## src/rtl/irq_vec_pkg.sv

```systemverilog
// Shared constants and types for the vectored interrupt controller.
package irq_vec_pkg;
    localparam int NUM_CH  = 6;   // interrupt channels
    localparam int NUM_SUB = 7;   // sub-sources folded into the aggregate channel
    localparam int AGG_CH  = 2;   // channel index fed by the aggregate
    localparam int VEC_W   = 16;  // vector address width
    localparam int CFG_W   = 8;   // configuration data width

    typedef enum logic [1:0] {
        CFG_ENABLE = 2'd0,
        CFG_LEVEL  = 2'd1,
        CFG_MASK   = 2'd2,
        CFG_CLEAR  = 2'd3
    } cfg_sel_e;
endpackage

```

## src/rtl/irq_cfg_regs.sv

```systemverilog
// Configuration registers: per-channel enables, global enable, priority
// levels and sub-source masks, plus a write-one-to-clear strobe.
// Assumes one write per cycle, selected by sel.
module irq_cfg_regs
    import irq_vec_pkg::*;
#(
    parameter int N_CH  = NUM_CH,
    parameter int N_SUB = NUM_SUB,
    parameter int DW    = CFG_W
) (
    input  logic             clk,
    input  logic             rst_n,
    input  logic             we,
    input  logic [1:0]       sel,
    input  logic [DW-1:0]    wdata,
    output logic [N_CH-1:0]  chan_en,
    output logic             glob_en,
    output logic [N_CH-1:0]  chan_hi,
    output logic [N_SUB-1:0] sub_mask,
    output logic [N_SUB-1:0] clr_strobe
);
    cfg_sel_e sel_e;
    assign sel_e = cfg_sel_e'(sel);

    // Register writes, selected by sel.
    always_ff @(posedge clk) begin
        if (!rst_n) begin
            chan_en  <= '0;
            glob_en  <= 1'b0;
            chan_hi  <= '0;
            sub_mask <= '0;
        end else if (we) begin
            case (sel_e)
                CFG_ENABLE: begin
                    chan_en <= wdata[N_CH-1:0];
                    glob_en <= wdata[DW-1];
                end
                CFG_LEVEL:  chan_hi  <= wdata[N_CH-1:0];
                CFG_MASK:   sub_mask <= wdata[N_SUB-1:0];
                default:    ;
            endcase
        end
    end

    // Clear strobe for the sticky status, active only in a clear write.
    assign clr_strobe = (we && sel_e == CFG_CLEAR) ? wdata[N_SUB-1:0] : '0;
endmodule

```

## src/rtl/irq_sub_agg.sv

```systemverilog
// Sub-source aggregator: edge-detects sub-source 0, latches every
// sub-source into sticky status, and ORs the unmasked bits into one request.
// Assumes event lines are synchronous to clk. Set wins over clear.
module irq_sub_agg #(
    parameter int N_SUB = 7
) (
    input  logic             clk,
    input  logic             rst_n,
    input  logic             fall_pin,
    input  logic [N_SUB-2:0] evt,
    input  logic [N_SUB-1:0] mask,
    input  logic [N_SUB-1:0] clr,
    output logic [N_SUB-1:0] status,
    output logic             agg_req
);
    logic             pin_q;
    logic [N_SUB-1:0] hit;

    // Previous pin value. Reset low so a pin held low never counts as an edge.
    always_ff @(posedge clk) begin
        if (!rst_n) pin_q <= 1'b0;
        else        pin_q <= fall_pin;
    end

    assign hit = {evt, pin_q & ~fall_pin};

    // Sticky status: clear selected bits, then OR in new hits.
    always_ff @(posedge clk) begin
        if (!rst_n) status <= '0;
        else        status <= (status & ~clr) | hit;
    end

    assign agg_req = |(status & ~mask);
endmodule

```

## src/rtl/irq_prio_pick.sv

```systemverilog
// Fixed-priority picker: returns the lowest set index of pend.
// Purely combinational.
module irq_prio_pick #(
    parameter int N     = 6,
    parameter int IDX_W = $clog2(N)
) (
    input  logic [N-1:0]     pend,
    output logic             valid,
    output logic [IDX_W-1:0] idx
);
    // Scan from the top down so the lowest set index is left in idx.
    always_comb begin
        valid = |pend;
        idx   = '0;
        for (int i = N - 1; i >= 0; i--) begin
            if (pend[i]) idx = IDX_W'(i);
        end
    end
endmodule

```

## src/rtl/irq_vec_unit.sv

```systemverilog
// Top of the vectored interrupt controller. Masks channel requests with the
// enables, picks a high-level and a low-level winner, grants on mc_tick, and
// holds the registered vector until irq_ack. A two-bit in-service record
// handles one level of nesting. Assumes ack and reti never arrive together.
module irq_vec_unit
    import irq_vec_pkg::*;
#(
    parameter int N_CH  = NUM_CH,
    parameter int N_SUB = NUM_SUB,
    parameter int AGG   = AGG_CH,
    parameter int VW    = VEC_W,
    parameter int DW    = CFG_W
) (
    input  logic             clk,
    input  logic             rst_n,
    input  logic             mc_tick,
    input  logic [N_CH-2:0]  direct_req,
    input  logic             fall_pin,
    input  logic [N_SUB-2:0] sub_evt,
    input  logic             cfg_we,
    input  logic [1:0]       cfg_sel,
    input  logic [DW-1:0]    cfg_wdata,
    output logic [N_SUB-1:0] sub_status,
    input  logic             irq_ack,
    input  logic             reti,
    output logic             irq_req,
    output logic [VW-1:0]    irq_vec
);
    localparam int IDX_W = $clog2(N_CH);

    logic [N_CH-1:0]  chan_en, chan_hi, pend_raw, pend, hi_pend, lo_pend;
    logic             glob_en, agg_req;
    logic [N_SUB-1:0] sub_mask, clr_strobe;
    logic             hi_v, lo_v, take_hi, take_lo, lvl_q;
    logic             act_hi, act_lo;
    logic [IDX_W-1:0] hi_idx, lo_idx, win_idx;

    irq_cfg_regs #(.N_CH(N_CH), .N_SUB(N_SUB), .DW(DW)) i_cfg (
        .clk(clk), .rst_n(rst_n), .we(cfg_we), .sel(cfg_sel),
        .wdata(cfg_wdata), .chan_en(chan_en), .glob_en(glob_en),
        .chan_hi(chan_hi), .sub_mask(sub_mask), .clr_strobe(clr_strobe)
    );

    irq_sub_agg #(.N_SUB(N_SUB)) i_agg (
        .clk(clk), .rst_n(rst_n), .fall_pin(fall_pin), .evt(sub_evt),
        .mask(sub_mask), .clr(clr_strobe), .status(sub_status),
        .agg_req(agg_req)
    );

    // Channel map: the aggregate takes slot AGG, direct lines fill the rest.
    for (genvar c = 0; c < N_CH; c++) begin : g_map
        if (c == AGG) begin : g_agg
            assign pend_raw[c] = agg_req;
        end else if (c < AGG) begin : g_lo
            assign pend_raw[c] = direct_req[c];
        end else begin : g_hi
            assign pend_raw[c] = direct_req[c-1];
        end
    end

    assign pend    = pend_raw & chan_en & {N_CH{glob_en}};
    assign hi_pend = pend & chan_hi;
    assign lo_pend = pend & ~chan_hi;

    irq_prio_pick #(.N(N_CH), .IDX_W(IDX_W)) i_pick_hi (
        .pend(hi_pend), .valid(hi_v), .idx(hi_idx)
    );
    irq_prio_pick #(.N(N_CH), .IDX_W(IDX_W)) i_pick_lo (
        .pend(lo_pend), .valid(lo_v), .idx(lo_idx)
    );

    // Grant rules: an active high level blocks everything, an active low level blocks low.
    assign take_hi = hi_v && !act_hi;
    assign take_lo = !hi_v && lo_v && !act_hi && !act_lo;
    assign win_idx = take_hi ? hi_idx : lo_idx;

    // Request and vector registers: load on a tick, hold until acknowledged.
    always_ff @(posedge clk) begin
        if (!rst_n) begin
            irq_req <= 1'b0;
            irq_vec <= '0;
            lvl_q   <= 1'b0;
        end else if (!irq_req) begin
            if (mc_tick && (take_hi || take_lo)) begin
                irq_req <= 1'b1;
                irq_vec <= VW'({win_idx, 3'b011});
                lvl_q   <= take_hi;
            end
        end else if (irq_ack) begin
            irq_req <= 1'b0;
        end
    end

    // In-service record: reti closes the innermost level, ack opens the granted one.
    always_ff @(posedge clk) begin
        if (!rst_n) begin
            act_hi <= 1'b0;
            act_lo <= 1'b0;
        end else if (reti) begin
            if (act_hi) act_hi <= 1'b0;
            else        act_lo <= 1'b0;
        end else if (irq_req && irq_ack) begin
            if (lvl_q) act_hi <= 1'b1;
            else       act_lo <= 1'b1;
        end
    end
endmodule

```

## config.mk

```make
export PLATFORM = sky130hd
export DESIGN_NAME = irq_vec_unit
export DESIGN_NICKNAME = d
export VERILOG_FILES = /design/src/rtl/irq_vec_pkg.sv /design/src/rtl/irq_cfg_regs.sv /design/src/rtl/irq_sub_agg.sv /design/src/rtl/irq_prio_pick.sv /design/src/rtl/irq_vec_unit.sv
export SDC_FILE = /design/constraint.sdc
export NUM_CORES = 1
export LEC_CHECK = 0
export CAP_MARGIN = 40
export CORE_UTILIZATION = 52
export CTS_BUF_LIST = sky130_fd_sc_hd__clkbuf_2 sky130_fd_sc_hd__clkbuf_4 sky130_fd_sc_hd__clkbuf_8
export DETAILED_ROUTE_END_ITERATION = 8
export GPL_ROUTABILITY_DRIVEN = 0
export PLACE_DENSITY = 0.86
export SETUP_SLACK_MARGIN = 0.2
export SLEW_MARGIN = 20
export SYNTH_ARGS = -nofsm -noshare
export SYNTH_HDL_FRONTEND = slang
export SYNTH_SLANG_ARGS = --single-unit
```

## constraint.sdc

```tcl
create_clock -name clk -period 3.7 [get_ports clk]
set_input_delay 0.74 -clock clk [delete_from_list [all_inputs] [get_ports clk]]
set_output_delay 0.74 -clock clk [all_outputs]
set_load 0.05 [all_outputs]
```

==> results of run 1 <==
-- logic make-up after synthesis --
logic type	share of synthesized area (%)
AO/OA/AOI/OAI	17.37
multiplexers	11.44
other	0.2142
flip-flops	41.17
buffers and inverters	9.364
AND/OR/NAND/NOR	20.44
-- layout by cell type, fill, tap and decap left out, drive strengths merged, types with 2 or more instances in the layout --
cell           count
nand3b             2
mux2i             20
a31oi              2
nand2             10
inv               10
o31ai              3
clkbuf             7
o21a               4
nor3               2
o21ai              3
nor2              31
a21oi             12
nand4b             2
clkdlybuf4s50     40
nor3b              2
buf                2
conb              11
nand4              5
nand3              8
nor2b              5
and3               2
dfxtp             36
-- layer usage --
| metal | global-route usage (%) | share of wire (%) | wire length [um] |
|---|---|---|---|
| met1 | 26.75 | 44 | 1617 |
| met4 | 9.635 | 1.4 | 51 |
| met2 | 38.10 | 48 | 1779 |
| met5 | 0 | 0 | 0 |
| met3 | 6.061 | 6.4 | 235 |
-- final cells by class --
type | instances | area (um^2)
Clock buffer | 7 | 65.06
Fill cell | 258 | 910.9
Inverter | 10 | 37.54
Multi-Input combinational cell | 141 | 903.4
Sequential cell | 36 | 720.7
Tap cell | 44 | 55.05
Timing Repair Buffer | 42 | 435.4
-- worst min path at each step --
stage / slack (ns) / from / depth (start not counted) / endpoint
final: 0.48 / irq_vec[5]$_SDFFE_PN0P_ / 2 / irq_vec[5]$_SDFFE_PN0P_
after detailed placement: 0.46 / irq_vec[5]$_SDFFE_PN0P_ / 2 / irq_vec[5]$_SDFFE_PN0P_
after CTS: 0.48 / irq_vec[5]$_SDFFE_PN0P_ / 2 / irq_vec[5]$_SDFFE_PN0P_
after floorplan: 0.46 / i_cfg.sub_mask[4]$_SDFFE_PN0P_ / 2 / i_cfg.sub_mask[4]$_SDFFE_PN0P_
after global routing: 0.52 / irq_vec[5]$_SDFFE_PN0P_ / 2 / irq_vec[5]$_SDFFE_PN0P_
after global placement: 0.46 / irq_vec[5]$_SDFFE_PN0P_ / 2 / irq_vec[5]$_SDFFE_PN0P_
-- worst min-delay path, delay by kind of cell (launching register included) --
family / cells / cell delay, ns
AOI/OAI and AO/OA: 1 / 0.07
DFF: 1 / 0.32
and+or+nand+nor: 1 / 0.05
-- state kept, by name, indices dropped and copies added (netlist names) --
| name | flops |
|---|---|
| act_hi | 1 |
| act_lo | 1 |
| i_agg.pin_q | 1 |
| i_agg.status | 7 |
| i_cfg.chan_en | 6 |
| i_cfg.chan_hi | 6 |
| i_cfg.glob_en | 1 |
| i_cfg.sub_mask | 7 |
| irq_req | 1 |
| irq_vec | 4 |
| lvl_q | 1 |
-- power groups by stage --
| stage | Clock (mW) | Sequential, mW | Combinational (mW) |
|---|---|---|---|
| after global placement | 0 | 0.421 | 0.136 |
| after CTS | 0.231 | 0.412 | 0.142 |
| after global routing | 0.250 | 0.415 | 0.150 |
| final | 0.227 | 0.412 | 0.141 |
| after detailed placement | 0 | 0.421 | 0.141 |
| after floorplan | 0 | 0.438 | 0.0758 |
==> flow_summary.yaml, run 1 <==
clock_network:
  cts_buffers: 5
  clk_latency_ns: 0.34
  root_buffer: "clkbuf_4"
  cts_tree: "yes"
  post_cts_buffers: 0
  path_clk_slew_ns: 0.11
  clock_tree.buffer_depth: 2
  postCtsHoldBufs: 0
  htreeDepth: 2
  cts_sinks: 36
  cts_resized: 0
pwr:
  max-vdd-ir-drop_mv: 0.2796
  finalPower_mw: 0.7807
  clock_power_share_pct: 29.1
  p_sw_mw: 0.2135
  p_comb_share_pct: 18.0
  switching_share_pct: 27.35
  p_int_mw: 0.5672
  power.leakage_nw: 0.9101
  p_seq_share_pct: 52.8
  powerDensity_nw_per_um2: 352.1
final_layout:
  finish.utilization_pct: 70.88
  final_cells: 280
  area_delta_synth_final_pct: 26.66
  fin_nets: 264
  fin_area_um2: 2217
  antenna_cells: 0
  drive_above_1_share_pct: 7.627
yosys:
  synth_most_common_cell: "dfxtp_1"
  syn_inst: 196
  ys_async_sr_fraction_pct: 0
  yosysSeqAreaShare_pct: 41.17
  synth.distinct_cells: 42
  synth_top_area_share_pct: 41.17
  ys_warn_count: 0
  ys_ff_latch: 36
  synth-edff-count: 0
  syn-cell-area_um2: 1750
  synthFlopType: "dfxtp_1"
  avgSynthCellArea_um2: 8.931
  synth_area_leaders: "dfxtp_1 (41%), mux2i_1 (11%), nor2_1 (6.6%)"
  synth_top_area_cell: "dfxtp_1"
  synth.top_cells.by_count: "dfxtp_1 (36), nor2_1 (31), mux2i_1 (20)"
critical_path:
  worstPathRequired_ns: 2.96
  rr_worst_depth: 6
  arrival_ns: 1.59
  r2r_start: "i_cfg.glob_en$_SDFFE_PN0P_"
  startpoint_type: "register"
  worstSetupPathType: "reg -> out"
  endpoint: "sub_status[0]"
  crit_fanout: 3
  crit_chain: "clkdlybuf4s50_1"
  critPathMaxStageDelay_ns: 0.84
  crit_buf_inv: 1
  crit_path_end_kind: "output port"
  slowest_stage: "clkdlybuf4s50_1"
  critical_path.startpoint: "i_agg.status[0]$_SDFF_PN0_"
  rrSetupSlack_ns: 1.62
  worst-path-stages: 1
  timing.rr.end: "irq_vec[3]$_SDFFE_PN0P_"
  crit_family: "buffers and inverters"
global_routing:
  grt_pass1_wl_mm: 5.906
  grt_pass1_vias: 1385
  grt_use_total_pct: 22.55
  antenna_found_initial: 0
  grt_max_degree: 20
  grt_overflow: 0
timing:
  fmax_mhz: 430.1
  fin_setup_tns_ns: 0
  max_slew.worst_pin.slew_ns: 0.5093
  hold_violations: 0
  slew_headroom_pct: 65.94
  period_share_pct: 62.84
  clock_skew_ns: 0.01058
  rsz0062_at_grt: "false"
  setup_viol: 0
  slew_viol_final: 0
  layout_min_cycle_time_ns: 2.325
  worst_slack_ns: 1.375
  holdWs_ns: 0.4829
detailed_routing:
  via_per_inst: 5.368
  ant_nets: 0
  routedWlPerCell_um: 13.15
  drc: 0
  vias: 1503
  firstDrtPassIters: 4
  drtIter0Drc: 53
  wl_mm: 3.683
die:
  start_util_pct: 55.96
  coreArea_um2: 3128
  die_w_um: 60.02
  die_h_um: 60.02
  rows: 20
  dieArea_um2: 3602
  ios: 52
place:
  place_inst: 273
  dpl.hpwl_mm: 2.827
  port_buffers: 40
  pre_cts_ws_ns: 1.105
  dpl-instance-area_um2: 2152
min_path:
  worstHoldPathType: "reg -> reg"
flow_run:
  max_cap_viol_count: 0
outcome:
  outcome: "finished clean"
(Power assumes the default switching activity.)
==> run 2: changes to the inputs <==
--- a/config.mk
+++ b/config.mk
@@ -6,11 +6,11 @@
 export NUM_CORES = 1
 export LEC_CHECK = 0
 export CAP_MARGIN = 40
-export CORE_UTILIZATION = 52
+export CORE_UTILIZATION = 48
 export CTS_BUF_LIST = sky130_fd_sc_hd__clkbuf_2 sky130_fd_sc_hd__clkbuf_4 sky130_fd_sc_hd__clkbuf_8
 export DETAILED_ROUTE_END_ITERATION = 8
 export GPL_ROUTABILITY_DRIVEN = 0
-export PLACE_DENSITY = 0.86
+export PLACE_DENSITY = 0.8
 export SETUP_SLACK_MARGIN = 0.2
 export SLEW_MARGIN = 20
 export SYNTH_ARGS = -nofsm -noshare
==> constraint.sdc (replaced) <==
create_clock -name clk -period 2.4 [get_ports clk]
set_input_delay 0.48 -clock clk [delete_from_list [all_inputs] [get_ports clk]]
set_output_delay 0.48 -clock clk [all_outputs]
set_load 0.05 [all_outputs]
==> run 2 against run 1 <==
- clock skew decreased by 0.0054 ns
- register-to-register slack got worse by 1.2 ns
- largest power group unchanged
- die area up 8.1%
- power rose by 54%
- via count fell by 0.67%
- count of clock-buffer cells in the layout unchanged
- highest routed layer unchanged
- non-clock buffer count up 2
- design area up 0.51%
- setup slack worse by 1.0 ns
- critical path depth stayed put
==> flow_summary.yaml, run 2 (synthesis gave the netlist of run 1 again) <==
outcome:
  outcome: "finished clean"
place:
  dpl.hpwl_mm: 2.678
  dpl-instance-area_um2: 2162
  port_buffers: 40
global_routing:
  grt_pass1_wl_mm: 5.927
  grt_use_total_pct: 19.21
  grt_max_degree: 23
  antenna_found_initial: 0
  grt_overflow: 0
  grt_pass1_vias: 1360
detailed_routing:
  vias: 1493
  drtIter0Drc: 124
  via_per_inst: 5.239
  firstDrtPassIters: 4
  routedWlPerCell_um: 12.25
  drc: 0
  wl_mm: 3.491
  ant_nets: 0
critical_path:
  worstPathRequired_ns: 1.92
  critPathMaxStageDelay_ns: 0.82
  crit_fanout: 3
  worstSetupPathType: "reg -> out"
  slowest_stage: "clkdlybuf4s50_1"
  rr_worst_depth: 5
  crit_family: "buffers and inverters"
  arrival_ns: 1.56
  worst-path-stages: 1
  crit_path_end_kind: "output port"
  crit_buf_inv: 1
  crit_chain: "clkdlybuf4s50_1"
  startpoint_type: "register"
die:
  rows: 21
  ios: 52
  die_w_um: 62.39
  dieArea_um2: 3893
  die_h_um: 62.39
  coreArea_um2: 3416
  start_util_pct: 51.25
timing:
  rsz0062_at_grt: "false"
  fmax_mhz: 491.1
  layout_min_cycle_time_ns: 2.036
  hold_violations: 0
  setup_viol: 0
  fin_setup_tns_ns: 0
  slew_viol_final: 0
  period_share_pct: 84.85
  clock_skew_ns: 0.005168
final_layout:
  final_common_cell: "clkdlybuf4s50_1"
  top_regs: "i_agg.status (7), i_cfg.sub_mask (7)"
  area_delta_synth_final_pct: 27.31
  antenna_cells: 0
  final_cell_mix: "clkdlybuf4s50_1 (40), dfxtp_1 (36), nor2_1 (31)"
  fin_nets: 266
  fin_area_um2: 2228
  drive_above_1_share_pct: 8.787
clock_network:
  path_clk_slew_ns: 0.11
  cts_buffers: 5
  cts_tree: "yes"
  postCtsHoldBufs: 0
  clk_latency_ns: 0.33
  clock_tree.buffer_depth: 2
  cts_sinks: 36
  htreeDepth: 2
  cts_resized: 0
  root_buffer: "clkbuf_4"
  post_cts_buffers: 0
pwr:
  p_comb_share_pct: 17.9
  p_sw_mw: 0.3399
  clock_power_share_pct: 29.2
  powerDensity_nw_per_um2: 539.8
  max-vdd-ir-drop_mv: 0.4249
  switching_share_pct: 28.25
  p_int_mw: 0.8630
  p_seq_share_pct: 52.9
  power.leakage_nw: 0.9146
flow_run:
  max_cap_viol_count: 0
min_path:
  worstHoldPathType: "reg -> reg"
  whs_path_depth: 2
## run 2: cell types whose count changed in the layout (fill, tap and decap cells not counted)
cell / delta
buf_16: -1
clkbuf_8: -1
clkbuf_4: +1
buf_12: +1
buf_4: +2
clkinvlp_4: +1
## run 2: power groups by stage
stage / combinational, mW / clock, mW / sequential (mW)
3_3_place_gp: 0.215 / 0 / 0.649
4_1_cts: 0.217 / 0.356 / 0.636
6_report: 0.216 / 0.351 / 0.636
2_1_floorplan: 0.117 / 0 / 0.675
5_1_grt: 0.230 / 0.391 / 0.640
3_5_place_dp: 0.216 / 0 / 0.649
## run 2: cell type report
class	instances	area (um^2)
clock buffer	7	58.81
inverter	10	37.54
sequential	36	720.7
tap	46	57.56
timing repair buffer	44	442.9
fill	295	1187
multi-input combinational	141	903.4
clock inverter	1	7.507
## run 2: metrics by stage
| stage | worst slack, ns | hold WS [ns] | power, mW | utilization [%] | std cells |
|---|---|---|---|---|---|
| after CTS | 0.3440 | 0.4892 | 1.209 | 65.24 | 285 |
| after detailed placement | 0.1423 | 0.4735 | 0.8653 | 63.30 | 277 |
| after global placement | 0.1806 | 0.4667 | 0.8633 | 63.30 | 277 |
| after global routing | 0.2113 | 0.5214 | 1.261 | 65.24 | 285 |
| final | 0.3636 | 0.4864 | 1.203 | 65.24 | 285 |
| after floorplan | 0.2972 | 0.4560 | 0.7917 | - | 206 |
## run 2: final timing paths
kind | start | endpoint | slack, ns
worst max-delay path | i_agg.status[0]$_SDFF_PN0_ | sub_status[0] | 0.36
worst min-delay path | irq_vec[5]$_SDFFE_PN0P_ | irq_vec[5]$_SDFFE_PN0P_ | 0.49
worst max register to register | i_agg.status[2]$_SDFF_PN0_ | irq_vec[3]$_SDFFE_PN0P_ | 0.40
worst min register to register | irq_vec[5]$_SDFFE_PN0P_ | irq_vec[5]$_SDFFE_PN0P_ | 0.49
## run 2: per-layer routing
metal	GRT usage (%)	up-vias	wire length, um	part of all wire (%)
li1	-	751	-	-
met3	4.015	5	189	5.4
met2	31.73	53	1662	48
met4	8.721	0	38	1.1
met1	24.03	684	1602	46
met5	0	-	0	0
